[src/rtl/ws_pkg.sv]
package ws_pkg;
    typedef enum logic [1:0] {
        ST_IDLE  = 2'd0,
        ST_PROG  = 2'd1,
        ST_ERASE = 2'd2,
        ST_QUERY = 2'd3
    } ws_state_e;

    localparam logic [1:0] KIND_PROG  = 2'd0;
    localparam logic [1:0] KIND_ERASE = 2'd1;
endpackage

[src/rtl/ws_fsm.sv]
module ws_fsm
    import ws_pkg::*;
(
    input  logic       clk,
    input  logic       rst_n,
    input  logic       pin_rst_n,
    input  logic       op_start,
    input  logic [1:0] op_kind,
    input  logic       op_busy,
    output logic       start_acc,
    output logic       run_prog,
    output logic       run_erase,
    output logic       held
);
    ws_state_e state_q, state_nx;

    always_comb begin
        state_nx = state_q;
        if (!pin_rst_n) begin
            state_nx = ST_IDLE;
        end else begin
            unique case (state_q)
                ST_IDLE: begin
                    if (op_start) begin
                        if (op_kind == KIND_PROG)       state_nx = ST_PROG;
                        else if (op_kind == KIND_ERASE) state_nx = ST_ERASE;
                        else                            state_nx = ST_QUERY;
                    end
                end
                ST_PROG, ST_ERASE, ST_QUERY: begin
                    if (!op_busy) state_nx = ST_IDLE;
                end
            endcase
        end
    end

    always_ff @(posedge clk) begin
        if (!rst_n) state_q <= ST_IDLE;
        else        state_q <= state_nx;
    end

    always_comb begin
        start_acc = 1'b0;
        run_prog  = 1'b0;
        run_erase = 1'b0;
        held      = 1'b0;
        unique case (state_q)
            ST_IDLE:  start_acc = op_start & pin_rst_n;
            ST_PROG:  begin run_prog  = 1'b1; held = 1'b1; end
            ST_ERASE: begin run_erase = 1'b1; held = 1'b1; end
            ST_QUERY: held = 1'b1;
        endcase
    end

    p_abort_r9: assert property (@(posedge clk) disable iff (!rst_n)
        !pin_rst_n |=> (state_q == ST_IDLE));

    p_ignore_start_r10: assert property (@(posedge clk) disable iff (!rst_n)
        (state_q != ST_IDLE && op_busy && pin_rst_n) |=> (state_q == $past(state_q)));
endmodule

[src/rtl/ws_toggle.sv]
module ws_toggle (
    input  logic clk,
    input  logic rst_n,
    input  logic start_acc,
    input  logic run_prog,
    input  logic run_erase,
    input  logic rd_strobe,
    input  logic poll_src,
    output logic poll_latch,
    output logic tog_main,
    output logic tog_alt
);
    always_ff @(posedge clk) begin
        if (!rst_n) begin
            poll_latch <= 1'b0;
            tog_main   <= 1'b0;
            tog_alt    <= 1'b0;
        end else if (start_acc) begin
            poll_latch <= poll_src;
            tog_main   <= 1'b0;
            tog_alt    <= 1'b0;
        end else if (rd_strobe) begin
            if (run_prog || run_erase) tog_main <= ~tog_main;
            if (run_erase)             tog_alt  <= ~tog_alt;
        end
    end

    p_tog_read_r5: assert property (@(posedge clk) disable iff (!rst_n)
        (rd_strobe && (run_prog || run_erase) && !start_acc) |=> (tog_main != $past(tog_main)));

    p_tog_hold_r5: assert property (@(posedge clk) disable iff (!rst_n)
        (!rd_strobe && !start_acc) |=> $stable(tog_main));

    p_tog_clear_r6: assert property (@(posedge clk) disable iff (!rst_n)
        start_acc |=> (!tog_main && !tog_alt));

    p_alt_prog_hold_r7: assert property (@(posedge clk) disable iff (!rst_n)
        (run_prog && !start_acc) |=> $stable(tog_alt));

    p_latch_hold_r12: assert property (@(posedge clk) disable iff (!rst_n)
        !start_acc |=> $stable(poll_latch));
endmodule

[src/rtl/ws_compose.sv]
module ws_compose #(
    parameter int DATA_W     = 16,
    parameter int POLL_BIT   = 7,
    parameter int TOG_BIT    = 6,
    parameter int ALT_BIT    = 2,
    parameter bit FILL_ARRAY = 1'b1
) (
    input  logic              run_prog,
    input  logic              run_erase,
    input  logic [DATA_W-1:0] array_data,
    input  logic              poll_latch,
    input  logic              tog_main,
    input  logic              tog_alt,
    output logic [DATA_W-1:0] stat_word
);
    localparam logic [DATA_W-1:0] STAT_MASK =
        (DATA_W'(1) << POLL_BIT) | (DATA_W'(1) << TOG_BIT) | (DATA_W'(1) << ALT_BIT);

    logic [DATA_W-1:0] base_w;

    generate
        if (FILL_ARRAY) begin : g_fill_array
            assign base_w = array_data & ~STAT_MASK;
        end else begin : g_fill_zero
            assign base_w = '0;
        end
    endgenerate

    always_comb begin
        stat_word = array_data;
        if (run_prog || run_erase) begin
            stat_word           = base_w;
            stat_word[POLL_BIT] = run_prog ? ~poll_latch : 1'b0;
            stat_word[TOG_BIT]  = tog_main;
            stat_word[ALT_BIT]  = tog_alt;
        end
    end

    always_comb begin
        if (run_prog && run_erase) begin
            a_one_kind_r7: assert (1'b0)
                else $error("program and erase both active");
        end
    end
endmodule

[src/rtl/ws_status_gen.sv]
module ws_status_gen #(
    parameter int DATA_W     = 16,
    parameter int POLL_BIT   = 7,
    parameter int TOG_BIT    = 6,
    parameter int ALT_BIT    = 2,
    parameter bit FILL_ARRAY = 1'b1
) (
    input  logic              clk,
    input  logic              rst_n,
    input  logic              pin_rst_n,
    input  logic              ce_n,
    input  logic              oe_n,
    input  logic              op_start,
    input  logic [1:0]        op_kind,
    input  logic              op_busy,
    input  logic [DATA_W-1:0] prog_data,
    input  logic [DATA_W-1:0] array_data,
    input  logic              rd_strobe,
    output logic [DATA_W-1:0] stat_word,
    output logic              rb_n,
    output logic              rb_oe
);
    logic start_acc, run_prog, run_erase, held;
    logic poll_latch, tog_main, tog_alt;

    ws_fsm u_fsm (
        .clk       (clk),
        .rst_n     (rst_n),
        .pin_rst_n (pin_rst_n),
        .op_start  (op_start),
        .op_kind   (op_kind),
        .op_busy   (op_busy),
        .start_acc (start_acc),
        .run_prog  (run_prog),
        .run_erase (run_erase),
        .held      (held)
    );

    ws_toggle u_tog (
        .clk        (clk),
        .rst_n      (rst_n),
        .start_acc  (start_acc),
        .run_prog   (run_prog),
        .run_erase  (run_erase),
        .rd_strobe  (rd_strobe),
        .poll_src   (prog_data[POLL_BIT]),
        .poll_latch (poll_latch),
        .tog_main   (tog_main),
        .tog_alt    (tog_alt)
    );

    ws_compose #(
        .DATA_W     (DATA_W),
        .POLL_BIT   (POLL_BIT),
        .TOG_BIT    (TOG_BIT),
        .ALT_BIT    (ALT_BIT),
        .FILL_ARRAY (FILL_ARRAY)
    ) u_cmp (
        .run_prog   (run_prog),
        .run_erase  (run_erase),
        .array_data (array_data),
        .poll_latch (poll_latch),
        .tog_main   (tog_main),
        .tog_alt    (tog_alt),
        .stat_word  (stat_word)
    );

    assign rb_n  = 1'b0;
    assign rb_oe = held & ~ce_n & ~oe_n & pin_rst_n;

    p_rb_after_done_r8: assert property (@(posedge clk) disable iff (!rst_n)
        (!op_busy && !op_start) |=> !rb_oe);

    p_done_idle_r4: assert property (@(posedge clk) disable iff (!rst_n)
        (!op_busy && !op_start) |=> (stat_word == array_data));
endmodule

[config.mk]
export PLATFORM = sky130hd
export DESIGN_NAME = ws_status_gen
export DESIGN_NICKNAME = d
export VERILOG_FILES = /design/src/rtl/ws_pkg.sv /design/src/rtl/ws_fsm.sv /design/src/rtl/ws_toggle.sv /design/src/rtl/ws_compose.sv /design/src/rtl/ws_status_gen.sv
export SDC_FILE = /design/constraint.sdc
export NUM_CORES = 1
export LEC_CHECK = 0
export CAP_MARGIN = 20
export CORE_MARGIN = 1
export CORE_UTILIZATION = 24
export CTS_BUF_LIST = sky130_fd_sc_hd__clkbuf_8
export DETAILED_ROUTE_END_ITERATION = 12
export PLACE_DENSITY = 0.94
export SYNTH_ARGS = -nofsm -noshare
export SYNTH_HDL_FRONTEND = slang
export SYNTH_SLANG_ARGS = --single-unit
export TNS_END_PERCENT = 10
[constraint.sdc]
create_clock -name clk -period 1.4 [get_ports clk]
set_input_delay 0.28 -clock clk [delete_from_list [all_inputs] [get_ports clk]]
set_output_delay 0.28 -clock clk [all_outputs]
set_load 0.02 [all_outputs]
==> impl_metrics.sql <==
INSERT INTO impl_metrics (metric_group, metric, value, unit) VALUES
('run_status', 'outcome', 'finished with violations', ''),
('run_status', 'violations', 'setup timing', ''),
('detailed_routing', 'routedWlPerCell', '11.51', 'um'),
('final_layout', 'final_core_utilization', '0.4010', ''),
('floorplan', 'floorplan.io_pins', '60', ''),
('grt', 'grt_pass1_wl', '1435', 'um'),
('sta', 'fin_crit', '1608', 'ps'),
('setup_path', 'worst-path-max-fanout', '5', ''),
('power', 'report.power.total', '0.0005597', 'W'),
('synthesis', 'post-synth-top-area-fraction', '0.2569', ''),
('power', 'power_density', '905.5', 'nW/um2'),
('cts', 'clock_tree.root_cell', 'sky130_fd_sc_hd__clkbuf_8', ''),
('cts', 'worstSkewPairLatency', '220', 'ps'),
('detailed_routing', 'vias_per_cell', '4.338', ''),
('detailed_routing', 'detailedRoute.firstIterationViolations', '13', ''),
('setup_path', 'path_cells', 'inv_2 > ha_4 > mux2_4 > buf_6', ''),
('synthesis', 'yosys_register_bits', '5', ''),
('floorplan', 'start_util', '0.2654', ''),
('synthesis', 'postSynthCellCount', '51', ''),
('cts', 'cts.path.max_buffers', '2', ''),
('sta', 'grt_setup_unrepaired', 'true', ''),
('final_layout', 'fin_nets', '110', ''),
('setup_path', 'setup.worst_path.start_class', 'flip-flop', ''),
('sta', 'report.final.hold_viol_count', '0', ''),
('cts', 'clk_pin_slew', '30', 'ps'),
('synthesis', 'netlist-cell-type-count', '17', ''),
('grt', 'grt_start_max_net_pins', '7', ''),
('cts', 'cts_buffers', '3', ''),
('detailed_routing', 'drt.antenna.violating_nets', '0', ''),
('sta', 'setup-tns-final', '-514.1', 'ps'),
('grt', 'number_of_global_route_vias_before_repair', '353', ''),
('floorplan', 'dieWidth', '43.29', 'um'),
('detailed_routing', 'total_via_count_in_the_routed_design', '347', ''),
('final_layout', 'layout-area-overhead-vs-synth', '51.07', '%'),
('grt', 'grt_antenna_before_repair', '0', ''),
('sta', 'setup_violations', '4', ''),
('sta', 'post-route-period-util', '1.148', ''),
('floorplan', 'core_area', '1541', 'um2'),
('final_layout', 'layout.filler_cells', '163', ''),
('job', 'drv_cap', '0', ''),
('setup_path', 'criticalPathCategory', 'flip-flop to primary output', ''),
('power', 'leakage', '0.2739', 'nW'),
('detailed_routing', 'drt_drc_violations_left', '0', ''),
('sta', 'max_clock_freq', '622.0', 'MHz'),
('cts', 'clock_tree_from_tritoncts', 'built', ''),
('placement', 'place_congestion', '0.7365', ''),
('synthesis', 'ys_warn_count', '0', ''),
('setup_path', 'cp_num_buf_inv', '2', ''),
('power', 'ir_worst_vdd', '0.0003334', 'V'),
('detailed_routing', 'drt_pre_antenna_iters', '5', ''),
('synthesis', 'synth_cell_area', '409.1', 'um2'),
('synthesis', 'synth_top_area_cell', 'sky130_fd_sc_hd__buf_4', ''),
('synthesis', 'synth.area.top_cells', 'sky130_fd_sc_hd__buf_4 (26%), sky130_fd_sc_hd__dfxtp_1 (24%), sky130_fd_sc_hd__ha_1 (9.2%), sky130_fd_sc_hd__mux2_2 (5.5%), sky130_fd_sc_hd__nand3_1 (4.9%)', ''),
('worst_hold_path', 'type_of_the_worst_min_delay_path', 'flip-flop to flip-flop', ''),
('synthesis', 'synth-seq-area-share', '0.2446', ''),
('placement', 'pre_cts_slack', '-505.8', 'ps'),
('cts', 'number_of_buffers_inserted_to_repair_setup_after_cts', '0', ''),
('setup_path', 'worstPathArrival', '1330', 'ps'),
('final_layout', 'diodes', '0', ''),
('cts', 'cts_sinks', '5', ''),
('sta', 'final_max_slew_viol_count', '0', ''),
('final_layout', 'layout_cell_share_with_drive_strength_beyond_1', '0.3281', ''),
('grt', 'grt.overflow.total', '0', ''),
('setup_path', 'cp-end-kind', 'primary output', ''),
('setup_path', 'critPathSlowestCell', 'sky130_fd_sc_hd__dfxtp_2', ''),
('setup_path', 'critical_path.max_stage_delay', '330', 'ps'),
('floorplan', 'die_ht', '43.29', 'um'),
('setup_path', 'timing.critical_path.required', '1120', 'ps'),
('final_layout', 'final_design_area_no_fill', '618.1', 'um2'),
('sta', 'setup_slack', '-207.8', 'ps'),
('setup_path', 'rrSetupSlack', '230', 'ps'),
('placement', 'io_buffers', '17', ''),
('sta', 'clock_skew', '0.5745', 'ps'),
('grt', 'global_route.usage.total', '0.1159', ''),
('detailed_routing', 'drt_wl_total', '921', 'um'),
('floorplan', 'rows', '14', ''),
('synthesis', 'synthesis.area_per_instance', '8.022', 'um2'),
('setup_path', 'timing.critical_path.max_delay_family', 'flip-flops', ''),
('placement', 'postPlaceCellArea', '545.5', 'um2'),
('cts', 'h_tree_levels', '1', ''),
('floorplan', 'dieArea', '1874', 'um2'),
('synthesis', 'syn-num-nets', '96', '');
## repair_timing
| action | in CTS | in global routing |
|---|---|---|
| endpoints found under the setup margin | 4 | 4 |
| gates resized for setup | 31 | 1 |
| pin swaps | 2 | 0 |
| hold buffers | 0 | 0 |
## per-layer routing
metal / up-vias / GRT usage / part of all wire
li1: 178 / - / -
met1: 146 / 0.09207 / 0.34
met2: 19 / 0.1761 / 0.49
met3: 4 / 0.09787 / 0.13
met4: 0 / 0.09697 / 0.038
met5: - / 0 / 0
## cells in the mapped netlist
cell type,number
sky130_fd_sc_hd__nand2_1,4
sky130_fd_sc_hd__nor4b_1,1
sky130_fd_sc_hd__xor2_1,2
sky130_fd_sc_hd__nand3b_1,1
sky130_fd_sc_hd__mux2i_1,1
sky130_fd_sc_hd__conb_1,1
sky130_fd_sc_hd__dfxtp_1,5
sky130_fd_sc_hd__o21ai_0,2
sky130_fd_sc_hd__ha_1,3
sky130_fd_sc_hd__inv_1,4
sky130_fd_sc_hd__nand3_1,4
sky130_fd_sc_hd__buf_4,14
sky130_fd_sc_hd__mux2_2,2
sky130_fd_sc_hd__nor2_1,3
sky130_fd_sc_hd__nand4_1,1
sky130_fd_sc_hd__o22ai_1,2
sky130_fd_sc_hd__nor2b_1,1
## power by group
group          switching [W]  internal, W  total (W)
Combinational      0.0000582    0.0000872   0.000145
Clock              0.0000715     0.000188   0.000259
Sequential        0.00000426     0.000151   0.000155
Total               0.000134     0.000426   0.000560
## registers in the layout, indices dropped and copies added, names as in the netlist
register,count
u_fsm.state_q,2
u_tog.poll_latch,1
u_tog.tog_alt,1
u_tog.tog_main,1
## worst paths after layout
kind                                       from  cells after the start                       endpoint
hold / removal    u_tog.poll_latch$_SDFFE_PN0P_                      2  u_tog.poll_latch$_SDFFE_PN0P_
setup / recovery  u_fsm.state_q[1]$_SDFFE_PN0P_                      4                   stat_word[6]
setup reg to reg  u_fsm.state_q[1]$_SDFFE_PN0P_                      5  u_fsm.state_q[0]$_SDFFE_PN0P_
hold reg to reg   u_tog.poll_latch$_SDFFE_PN0P_                      2  u_tog.poll_latch$_SDFFE_PN0P_
## logic make-up (layout without fill, tap and decap cells)
family,count (synthesis),in the layout,synth area share
compound gates,4,4,0.05504
xor+xnor,2,2,0.04282
fa+ha+maj,3,3,0.09175
buf+inv,18,31,0.2936
flops,5,5,0.2447
mux,3,3,0.07951
other cells,1,1,0.009166
simple gates,15,15,0.1835
## per-stage QoR
stage          hold WS (ps)  std cells
6_report              488.0         80
5_1_grt               498.2         80
4_1_cts               484.2         80
3_5_place_dp          477.6         76
3_3_place_gp          454.0         76
2_1_floorplan         418.7         51
## layout make-up
class,instances,area (um2),area share
Clock buffer,3,41.29,0.06680
Clock inverter,1,3.754,0.006073
Multi-Input combinational cell,28,224.0,0.3623
Sequential cell,5,102.6,0.1660
Tap cell,16,20.02,0.03239
Inverter,4,15.01,0.02429
Timing Repair Buffer,23,211.5,0.3421
## layout by cell type, fill, tap and decap left out
cell | Yosys | final
sky130_fd_sc_hd__nand4_1 | 1 | 1
sky130_fd_sc_hd__conb_1 | 1 | 1
sky130_fd_sc_hd__buf_4 | 14 | 8
sky130_fd_sc_hd__mux2i_1 | 1 | 1
sky130_fd_sc_hd__nor4b_4 | 0 | 1
sky130_fd_sc_hd__ha_4 | 0 | 1
sky130_fd_sc_hd__dfxtp_2 | 0 | 2
sky130_fd_sc_hd__nand3_1 | 4 | 4
sky130_fd_sc_hd__o21ai_1 | 0 | 1
sky130_fd_sc_hd__xor2_1 | 2 | 2
sky130_fd_sc_hd__inv_2 | 0 | 2
sky130_fd_sc_hd__inv_1 | 4 | 3
sky130_fd_sc_hd__mux2_4 | 0 | 2
sky130_fd_sc_hd__dfxtp_1 | 5 | 3
sky130_fd_sc_hd__nor2_1 | 3 | 3
sky130_fd_sc_hd__nand3b_1 | 1 | 1
sky130_fd_sc_hd__nor2b_1 | 1 | 1
sky130_fd_sc_hd__ha_1 | 3 | 2
sky130_fd_sc_hd__o21ai_0 | 2 | 1
sky130_fd_sc_hd__buf_6 | 0 | 2
sky130_fd_sc_hd__nand2_1 | 4 | 4
sky130_fd_sc_hd__dlygate4sd2_1 | 0 | 1
sky130_fd_sc_hd__o22ai_1 | 2 | 2
sky130_fd_sc_hd__clkdlybuf4s50_1 | 0 | 12
sky130_fd_sc_hd__clkbuf_8 | 0 | 3
## worst register-to-register path, stage by stage (launching register included)
cell                      delay [ps]
sky130_fd_sc_hd__dfxtp_2         320
sky130_fd_sc_hd__inv_2            70
sky130_fd_sc_hd__ha_4            150
sky130_fd_sc_hd__buf_4           120
sky130_fd_sc_hd__mux2i_1         250
sky130_fd_sc_hd__o22ai_1         130
No activity file was read; power rests on OpenSTA's default activity.
